### src/rtl/clkdiv_pkg.sv
package clkdiv_pkg;

  // Width of the auxiliary ratio (largest auxiliary ratio is 4)
  localparam int AUX_RW = 3;

  typedef enum logic [1:0] {
    AUX_OFF  = 2'b00,
    AUX_DIV4 = 2'b01,
    AUX_DIV2 = 2'b10,
    AUX_DIV3 = 2'b11
  } aux_mode_e;

  // How the shaping stage must build the output for the current ratio
  typedef enum logic [1:0] {
    SHP_IDLE,
    SHP_PASS,
    SHP_EVEN,
    SHP_ODD
  } shape_e;

  function automatic logic [AUX_RW-1:0] aux_ratio(input aux_mode_e m);
    case (m)
      AUX_DIV4: aux_ratio = AUX_RW'(4);
      AUX_DIV2: aux_ratio = AUX_RW'(2);
      AUX_DIV3: aux_ratio = AUX_RW'(3);
      default:  aux_ratio = '0;
    endcase
  endfunction

endpackage

### src/rtl/clkdiv_count.sv
module clkdiv_count
  import clkdiv_pkg::*;
#(
  parameter int W = 7
) (
  input  logic         clk,
  input  logic         rst,
  input  logic [W-1:0] req,
  output logic [W-1:0] act,
  output logic [W-1:0] cnt,
  output logic         ph_pos,
  output shape_e       kind
);

  logic [W-1:0] act_q;
  logic [W-1:0] cnt_q;
  logic         ph_q;
  logic [W-1:0] cnt_inc;
  logic [W:0]   half_act;
  logic         wrap;

  assign cnt_inc  = cnt_q + W'(1);
  // High span in source cycles on the rising-edge phase: ceil(N/2)
  assign half_act = ({1'b0, act_q} + (W+1)'(1)) >> 1;
  // Period boundary: last count of a period, or parked at ratio zero
  assign wrap     = (act_q == '0) || (cnt_q == act_q - W'(1));

  always_ff @(posedge clk) begin
    if (rst) begin
      act_q <= '0;
      cnt_q <= '0;
      ph_q  <= 1'b0;
    end else if (wrap) begin
      act_q <= req;
      cnt_q <= '0;
      ph_q  <= (req != '0);
    end else begin
      cnt_q <= cnt_inc;
      ph_q  <= ({1'b0, cnt_inc} < half_act);
    end
  end

  always_comb begin
    if (act_q == '0)          kind = SHP_IDLE;
    else if (act_q == W'(1))  kind = SHP_PASS;
    else if (act_q[0])        kind = SHP_ODD;
    else                      kind = SHP_EVEN;
  end

  assign act    = act_q;
  assign cnt    = cnt_q;
  assign ph_pos = ph_q;

endmodule

### src/rtl/clkdiv_shape.sv
module clkdiv_shape
  import clkdiv_pkg::*;
(
  input  logic   clk,
  input  logic   rst,
  input  logic   ph_pos,
  input  shape_e kind,
  input  logic   neg_phase,
  output logic   clk_o,
  output logic   oe_o
);

  logic ph_n;   // rising phase delayed half a cycle
  logic ph_pp;  // rising phase delayed a full cycle

  always_ff @(negedge clk) begin
    if (rst) ph_n <= 1'b0;
    else     ph_n <= ph_pos;
  end

  always_ff @(posedge clk) begin
    if (rst) ph_pp <= 1'b0;
    else     ph_pp <= ph_n;
  end

  always_comb begin
    case (kind)
      SHP_PASS: clk_o = neg_phase ? ~clk : clk;
      SHP_EVEN: clk_o = neg_phase ? ph_n : ph_pos;
      // Odd: AND of two phases half a cycle apart trims the high span
      SHP_ODD:  clk_o = neg_phase ? (ph_n & ph_pp) : (ph_pos & ph_n);
      default:  clk_o = 1'b0;
    endcase
  end

  assign oe_o = (kind != SHP_IDLE);

endmodule

### src/rtl/clkdiv_aux.sv
module clkdiv_aux
  import clkdiv_pkg::*;
(
  input  logic              clk,
  input  logic              rst,
  input  logic [1:0]        mode,
  output logic              clk_o,
  output logic              oe_o,
  output logic [AUX_RW-1:0] act_o,
  output logic [AUX_RW-1:0] cnt_o
);

  logic [AUX_RW-1:0] ratio_req;
  logic              ph_pos;
  shape_e            kind;

  assign ratio_req = aux_ratio(aux_mode_e'(mode));

  clkdiv_count #(.W(AUX_RW)) u_count (
    .clk    (clk),
    .rst    (rst),
    .req    (ratio_req),
    .act    (act_o),
    .cnt    (cnt_o),
    .ph_pos (ph_pos),
    .kind   (kind)
  );

  // Auxiliary path always runs on the true phase
  clkdiv_shape u_shape (
    .clk       (clk),
    .rst       (rst),
    .ph_pos    (ph_pos),
    .kind      (kind),
    .neg_phase (1'b0),
    .clk_o     (clk_o),
    .oe_o      (oe_o)
  );

endmodule

### src/rtl/clkdiv_out.sv
module clkdiv_out
  import clkdiv_pkg::*;
#(
  parameter int DIV_W   = 7,
  parameter bit HAS_AUX = 1'b1
) (
  input  logic             clk,
  input  logic             rst,
  input  logic [DIV_W-1:0] div_a,
  input  logic [DIV_W-1:0] div_b,
  input  logic             div_sel,
  input  logic             neg_phase,
  input  logic [1:0]       aux_mode,
  output logic             clk_out,
  output logic             out_oe,
  output logic             aux_clk,
  output logic             aux_oe
);

  logic [DIV_W-1:0]  req_ratio;
  logic [DIV_W-1:0]  main_act;
  logic [DIV_W-1:0]  main_cnt;
  logic              main_ph;
  shape_e            main_kind;
  logic [AUX_RW-1:0] aux_act;
  logic [AUX_RW-1:0] aux_cnt;

  assign req_ratio = div_sel ? div_b : div_a;

  clkdiv_count #(.W(DIV_W)) u_main_count (
    .clk    (clk),
    .rst    (rst),
    .req    (req_ratio),
    .act    (main_act),
    .cnt    (main_cnt),
    .ph_pos (main_ph),
    .kind   (main_kind)
  );

  clkdiv_shape u_main_shape (
    .clk       (clk),
    .rst       (rst),
    .ph_pos    (main_ph),
    .kind      (main_kind),
    .neg_phase (neg_phase),
    .clk_o     (clk_out),
    .oe_o      (out_oe)
  );

  generate
    if (HAS_AUX) begin : g_aux
      clkdiv_aux u_aux (
        .clk   (clk),
        .rst   (rst),
        .mode  (aux_mode),
        .clk_o (aux_clk),
        .oe_o  (aux_oe),
        .act_o (aux_act),
        .cnt_o (aux_cnt)
      );
    end else begin : g_no_aux
      assign aux_clk = 1'b0;
      assign aux_oe  = 1'b0;
      assign aux_act = '0;
      assign aux_cnt = '0;
    end
  endgenerate

endmodule

### config.mk
export PLATFORM = sky130hd
export DESIGN_NAME = clkdiv_out
export DESIGN_NICKNAME = d
export VERILOG_FILES = /design/src/rtl/clkdiv_pkg.sv /design/src/rtl/clkdiv_count.sv /design/src/rtl/clkdiv_shape.sv /design/src/rtl/clkdiv_aux.sv /design/src/rtl/clkdiv_out.sv
export SDC_FILE = /design/constraint.sdc
export NUM_CORES = 1
export LEC_CHECK = 0
export BUFFER_PORTS_ARGS = -buffer_cell sky130_fd_sc_hd__clkbuf_2
export CELL_PAD_IN_SITES_DETAIL_PLACEMENT = 1
export CELL_PAD_IN_SITES_GLOBAL_PLACEMENT = 2
export CORE_MARGIN = 3
export CORE_UTILIZATION = 38
export DETAILED_ROUTE_END_ITERATION = 16
export GPL_ROUTABILITY_DRIVEN = 0
export GPL_TIMING_DRIVEN = 0
export PLACE_DENSITY = 0.82
export SLEW_MARGIN = 10
export SYNTH_ARGS = -nofsm -noshare
export SYNTH_HDL_FRONTEND = slang
export SYNTH_SLANG_ARGS = --single-unit
### constraint.sdc
create_clock -name clk -period 5.7 [get_ports clk]
set_clock_uncertainty 0.05 [all_clocks]
set_input_delay 0.855 -clock clk [delete_from_list [all_inputs] [get_ports clk]]
set_output_delay 0.855 -clock clk [all_outputs]
set_load 0.01 [all_outputs]
---- Word level (Yosys, flattened, before mapping) ----
Cells that the tools add are included.
word-level totals
  logic and storage cells ................. 59
  flip-flop bits (word level) ............. 25
cells by class
  reduce and logical (&&, ||, !) cells .... 10
  magnitude comparators ................... 2
  equal/unequal tests ..................... 13
  muxes and demuxes ....................... 15
  add/subtract/negate cells ............... 6
  bitwise operators ....................... 4
operators by type and width
  cell                 number
  $eq 2x2->1 const B   6
  $pmux 3 s3           1
  $add 7x1->8 const B  1
  $mux 2               4
  $add 7x1->7 const B  1
  $eq 7x1->1 const B   1
  $eq 7x7->1           1
  $logic_not 7->1      1
  $lt 7x7->1           1
  $mux 1               7
  $mux 7               1
  $reduce_bool 7->1    1
  $sub 7x1->7 const B  1
  $eq 2x1->1 const B   3
  $pmux 1 s3           2
  $add 3x1->4 const B  1
  $reduce_bool 2->1    2
  $reduce_or 2->1      2
  $add 3x1->3 const B  1
  $and 1x1->1          3
  $eq 3x1->1 const B   1
  $eq 3x3->1           1
  $logic_not 3->1      1
  $lt 3x3->1           1
  other kinds (4)      5

---- Longest topological paths before layout ----
Gate-level depths: netlist of the first run.
  word-level depth ........................ 5
  depth in mapped cells ................... 10

---- Cells and area by module ----
A second synthesis of the first run with hierarchy kept.
unflattened totals
  cells, all modules ...................... 216
  area, all modules ....................... 2042.0 um^2
modules (own cells, without submodules)
  module                               times used  cells each  area each (um^2)
  clkdiv_count at u_main_count         1           130         1179.9
  clkdiv_count at g_aux.u_aux.u_count  1           50          513.0
  clkdiv_shape                         2           12          106.4
  clkdiv_out                           1           8           116.4
  clkdiv_aux                           1           4           20.0

==> impl_metrics.ini, run 1 <==
[outcome]
status = finished, final reports clean

[logic_synthesis]
avgSynthCellArea_um2 = 8.65
synth_cell_types = 46
syn_area_mm2 = 0.00192
seq_area_frac_synth = 0.261
synthCells = 222
ys_dominant_reg_cell = dfxtp_1
ys.warnings.count = 0
synth_edf_count = 0
async_flop_share = 0
syn_nets = 259
ys_ff_latch = 25

[route]
wl_um = 4960
wire_per_inst_um = 15.4
routed_via_density = 5.33
vias = 1712
drc = 0
drtAntennaViolNets = 0
drt-pass1-iter-count = 4
first_iter_violations = 39

[finish]
antenna_cells = 0
utilization = 0.461
final_common_cell = dfxtp_1
syn_to_final_growth_pct = 15.7
layout-drive-gt1-share = 0.189
seq_area_um2 = 500
fin_nets = 291
multi_input_area_mm2 = 0.00132
fillCellCount = 610
mostFrequentLayoutCells = dfxtp_1 (25), clkbuf_2 (22), ha_1 (17), nor2_1 (16), xnor2_1 (14)

[critical_path]
start_kind = flop
required_ns = 4.80
crit_type = reg2out
reg2reg_slack_ns = 2.17
crit_path_end_kind = primary output
cp.arrival_ns = 4.32
cp_max_fo = 2

[die]
dieArea_mm2 = 0.00594
initial_core_util = 0.398
fp-row-count = 25
die_h_um = 77.1
die_x_um = 77.1
core_mm2 = 0.00482
ios = 24

[timing]
rsz0062_at_grt = false
final_hold_viol_count = 0
finalSetupViolations = 0
tightestPinTransition_ns = 0.635
finalSetupTns_ns = 0
relSlewSlack = 0.574
drv_slew = 0

[global_routing]
grt_pass1_wl_um = 8370
antenna_found_initial = 0
grt-ovfl-total = 0
grt_max_degree = 14
grt_use_total = 0.179
grt_pass1_vias = 1844

[worst_hold_path]
hold_path_class = reg2reg

[clock_network]
cts.clk_slew.worst_paths_ns = 0.09
hold_buffers = 0
cts_resized = 0
clock_latency_ns = 0.45
cts_setup_buffers = 0
cts_tree = done

[flow_run]
cap_violations = 0

[power_and_ir_drop]
leakagePower_nw = 0.990
ir_worst_vdd_uv = 242
total_power_mw = 1.10
powerDensity_mw_per_mm2 = 495

[place]
io_buffers = 22
post-dp-hpwl_um = 3870
-- registers in the layout, summed over array words and instances (netlist names) --
register,cells
g_aux.u_aux.u_shape.ph_n,1
g_aux.u_aux.u_count.ph_pos,1
g_aux.u_aux.u_count.act,3
u_main_shape.ph_pp,1
u_main_count.cnt,7
u_main_count.act,7
g_aux.u_aux.u_count.cnt,3
u_main_shape.ph_n,1
u_main_count.ph_pos,1
-- worst paths after layout --
check | from | endpoint | cells past startpoint
min | g_aux.u_aux.u_count.cnt[0] | g_aux.u_aux.u_count.cnt[0] | 1
min reg2reg | g_aux.u_aux.u_count.cnt[0] | g_aux.u_aux.u_count.cnt[0] | 1
max | g_aux.u_aux.u_shape.ph_n | aux_clk | 5
max reg2reg | u_main_shape.ph_n | u_main_shape.ph_pp | 1
-- where the power goes --
group / switching (mW) / internal (mW)
Sequential: 0.0529 / 0.217
Clock: 0.0913 / 0.125
Combinational: 0.364 / 0.250
Total: 0.508 / 0.592
-- metrics by stage --
step | std cells | hold slack (ns) | setup WS (ns) | instance area (um2)
floorplan | 222 | 0.390 | 1.18 | 1920
global placement | 311 | 0.418 | 0.721 | 2110
detailed placement | 311 | 0.434 | 0.709 | 2110
CTS | 321 | 0.456 | 0.434 | 2220
global route | 321 | 0.466 | 0.338 | 2220
finish | 321 | 0.448 | 0.477 | 2220
-- layer usage --
layer / track usage / up-vias / wire length (um)
li1: - / 860 / -
met1: 0.227 / 814 / 2450
met2: 0.284 / 29 / 2290
met3: 0.0293 / 9 / 114
met4: 0.110 / 0 / 109
met5: 0 / - / 0
-- logic make-up after synthesis --
family	share of synthesized area
XOR/XNOR	0.123
multiplexers	0.0528
buffers and inverters	0.0521
adder cells (fa/ha/maj)	0.111
flip-flops	0.261
AND/OR/NAND/NOR	0.247
AO/OA/AOI/OAI	0.154
-- cell type report --
class | instances | area share
Timing Repair Buffer | 20 | 0.0451
Clock inverter | 2 | 0.00338
Sequential cell | 25 | 0.225
Clock buffer | 11 | 0.0513
Tap cell | 67 | 0.0377
Multi-Input combinational cell | 177 | 0.594
Buffer | 11 | 0.0299
Inverter | 8 | 0.0135
-- cells in the mapped netlist (all sizes together), types with 6 or more instances --
master | number | area [um2]
xnor2 | 14 | 123
nor2b | 9 | 56.3
ha | 17 | 213
and3 | 9 | 56.3
a21oi | 6 | 30.0
xor2 | 12 | 113
o21ai | 11 | 55.1
nor2 | 17 | 66.3
dfxtp | 25 | 500
nand2 | 11 | 41.3
mux2i | 9 | 90.1
inv | 9 | 33.8
nand3 | 14 | 75.1
buf | 9 | 58.8
-- worst max-delay path, cell delays in order, from the launching register on --
cell and delay [ns]:
dfxtp_1 0.29, o21ai_0 0.24, nor2_1 0.08, a31oi_1 0.16, o22ai_1 0.10, clkbuf_2 0.13
Power figures use the tool's default switching activity.
==> run 2, diff against run 1 <==
Settings changed: PLACE_DENSITY 0.82 to unset, PLACE_DENSITY_LB_ADDON set to 0.05, SLEW_MARGIN 10 to unset.
==> run 2 against run 1 <==
Net effect:
- sequential share of layout area decreased by 0.051 points
- clock-buffer cell count decreased by 1
- non-clock buffer count unchanged
- die area unchanged
- critical path depth unchanged
- via count increased by 0.64%
- clock power increased by 4%
- routed wire length increased by 3.9%
- total power increased by 2.0%
- first-iteration DRC count increased by 21%
- worst hold slack got worse by 0.015 ns
- final area increased by 0.23%
==> impl_metrics.ini, run 2 (same netlist as run 1, synthesis figures left out) <==
[finish]
final_common_cell = dfxtp_1
antenna_cells = 0
syn_to_final_growth_pct = 16.0
utilization = 0.462
layout-drive-gt1-share = 0.193
fin_cells = 321
fin_nets = 291
mostFrequentLayoutCells = dfxtp_1 (25), clkbuf_2 (22), ha_1 (17), nor2_1 (16), xnor2_1 (14)

[route]
routed_via_density = 5.37
wl_um = 5150
drtAntennaViolNets = 0
wire_per_inst_um = 16.1
drc = 0
drt-pass1-iter-count = 4
vias = 1723
first_iter_violations = 47

[critical_path]
cp.arrival_ns = 4.25
required_ns = 4.80
max_stage_delay_ns = 0.29
start_kind = flop
path_cells = o21ai_0 > nor2_1 > a31oi_1 > o22ai_1 > clkbuf_2
reg2reg_to = u_main_shape.ph_pp
r2r_cells = 1
cp_max_fo = 2
crit_path_end_kind = primary output
crit_type = reg2out
crit_path_top_delay_cell = dfxtp_1
reg2reg_slack_ns = 2.18
r2r-start = u_main_shape.ph_n

[power_and_ir_drop]
powerDensity_mw_per_mm2 = 504
p_sw_frac = 0.470
p_seq_frac = 0.240
ir_worst_vdd_uv = 187
intPower_mw = 0.594
leakagePower_nw = 0.993
p_clk_frac = 0.200
power_frac_comb = 0.560
switchingPower_mw = 0.527

[die]
initial_core_util = 0.398
core_mm2 = 0.00482
dieArea_mm2 = 0.00594
ios = 24
die_h_um = 77.1
die_x_um = 77.1
fp-row-count = 25

[clock_network]
clock_latency_ns = 0.46
cts_tree = done
cts_setup_buffers = 0
cts_resized = 0
hold_buffers = 0
cts.clk_slew.worst_paths_ns = 0.10

[outcome]
status = finished, final reports clean

[timing]
finalSetupViolations = 0
rsz0062_at_grt = false
drv_slew = 0
relSlewSlack = 0.554
tightestPinTransition_ns = 0.664
holdWs_ns = 0.433
final_hold_viol_count = 0
finalSetupTns_ns = 0

[place]
placed_cells = 311
post-dp-hpwl_um = 3990
io_buffers = 22

[global_routing]
antenna_found_initial = 0
grt-ovfl-total = 0
grt_pass1_wl_um = 8870
grt_max_degree = 17
grt_pass1_vias = 1803
grt_use_total = 0.192

[worst_hold_path]
hold_path_class = reg2reg
hold_path_depth = 1
min_to = g_aux.u_aux.u_count.cnt[0]
hp-start = g_aux.u_aux.u_count.cnt[0]

[flow_run]
cap_violations = 0
==> run 2: cell count changes in the layout (fill, tap and decap cells not counted), sizes merged <==
cell    delta
clkbuf     -1
inv        +1
==> run 2: critical path, delay by kind of cell, from the launching register on <==
family	cells	cell delay (ns)
AOI/OAI and AO/OA	3	0.45
buffers and inverters	1	0.13
DFF	1	0.29
and+or+nand+nor	1	0.07
==> run 2: worst max-delay path by stage <==
stage                             start                  endpoint  slack, ns  cells past startpoint
3_5_place_dp                        rst  g_aux.u_aux.u_shape.ph_n       0.74                      4
4_1_cts        g_aux.u_aux.u_shape.ph_n                   aux_clk       0.52                      5
2_1_floorplan  g_aux.u_aux.u_shape.ph_n                   aux_clk       1.18                      4
5_1_grt        g_aux.u_aux.u_shape.ph_n                   aux_clk       0.41                      5
3_3_place_gp                        rst  g_aux.u_aux.u_shape.ph_n       0.74                      4
6_report       g_aux.u_aux.u_shape.ph_n                   aux_clk       0.54                      5
==> run 2: through the flow <==
stage	instance area [um2]	setup slack, ns	total power, mW
3_3_place_gp	2110	0.743	0.904
5_1_grt	2230	0.415	1.23
4_1_cts	2230	0.516	1.14
6_report	2230	0.544	1.12
2_1_floorplan	1920	1.18	0.750
3_5_place_dp	2110	0.736	0.922
==> run 2: metal layers <==
metal  vias up  global-route usage  share of wire
met4         0              0.0890          0.017
li1        864                   -              -
met5         -                   0              0
met1       820               0.256           0.50
met3         7              0.0481          0.037
met2        32               0.288           0.45
==> run 2: layout make-up <==
class | count | area (um2)
Clock inverter | 3 | 16.3
Tap cell | 67 | 83.8
Sequential cell | 25 | 500
Clock buffer | 10 | 110
Inverter | 8 | 30.0
Buffer | 11 | 66.3
Timing Repair Buffer | 20 | 100
Fill cell | 610 | 2590
Multi-Input combinational cell | 177 | 1320
==> run 2: power by group through the flow <==
stage	Sequential (mW)	Combinational [mW]	Clock [mW]
floorplan	0.257	0.476	0.0168
global placement	0.274	0.608	0.0217
detailed placement	0.274	0.626	0.0216
CTS	0.271	0.632	0.234
global route	0.277	0.705	0.247
finish	0.269	0.627	0.225
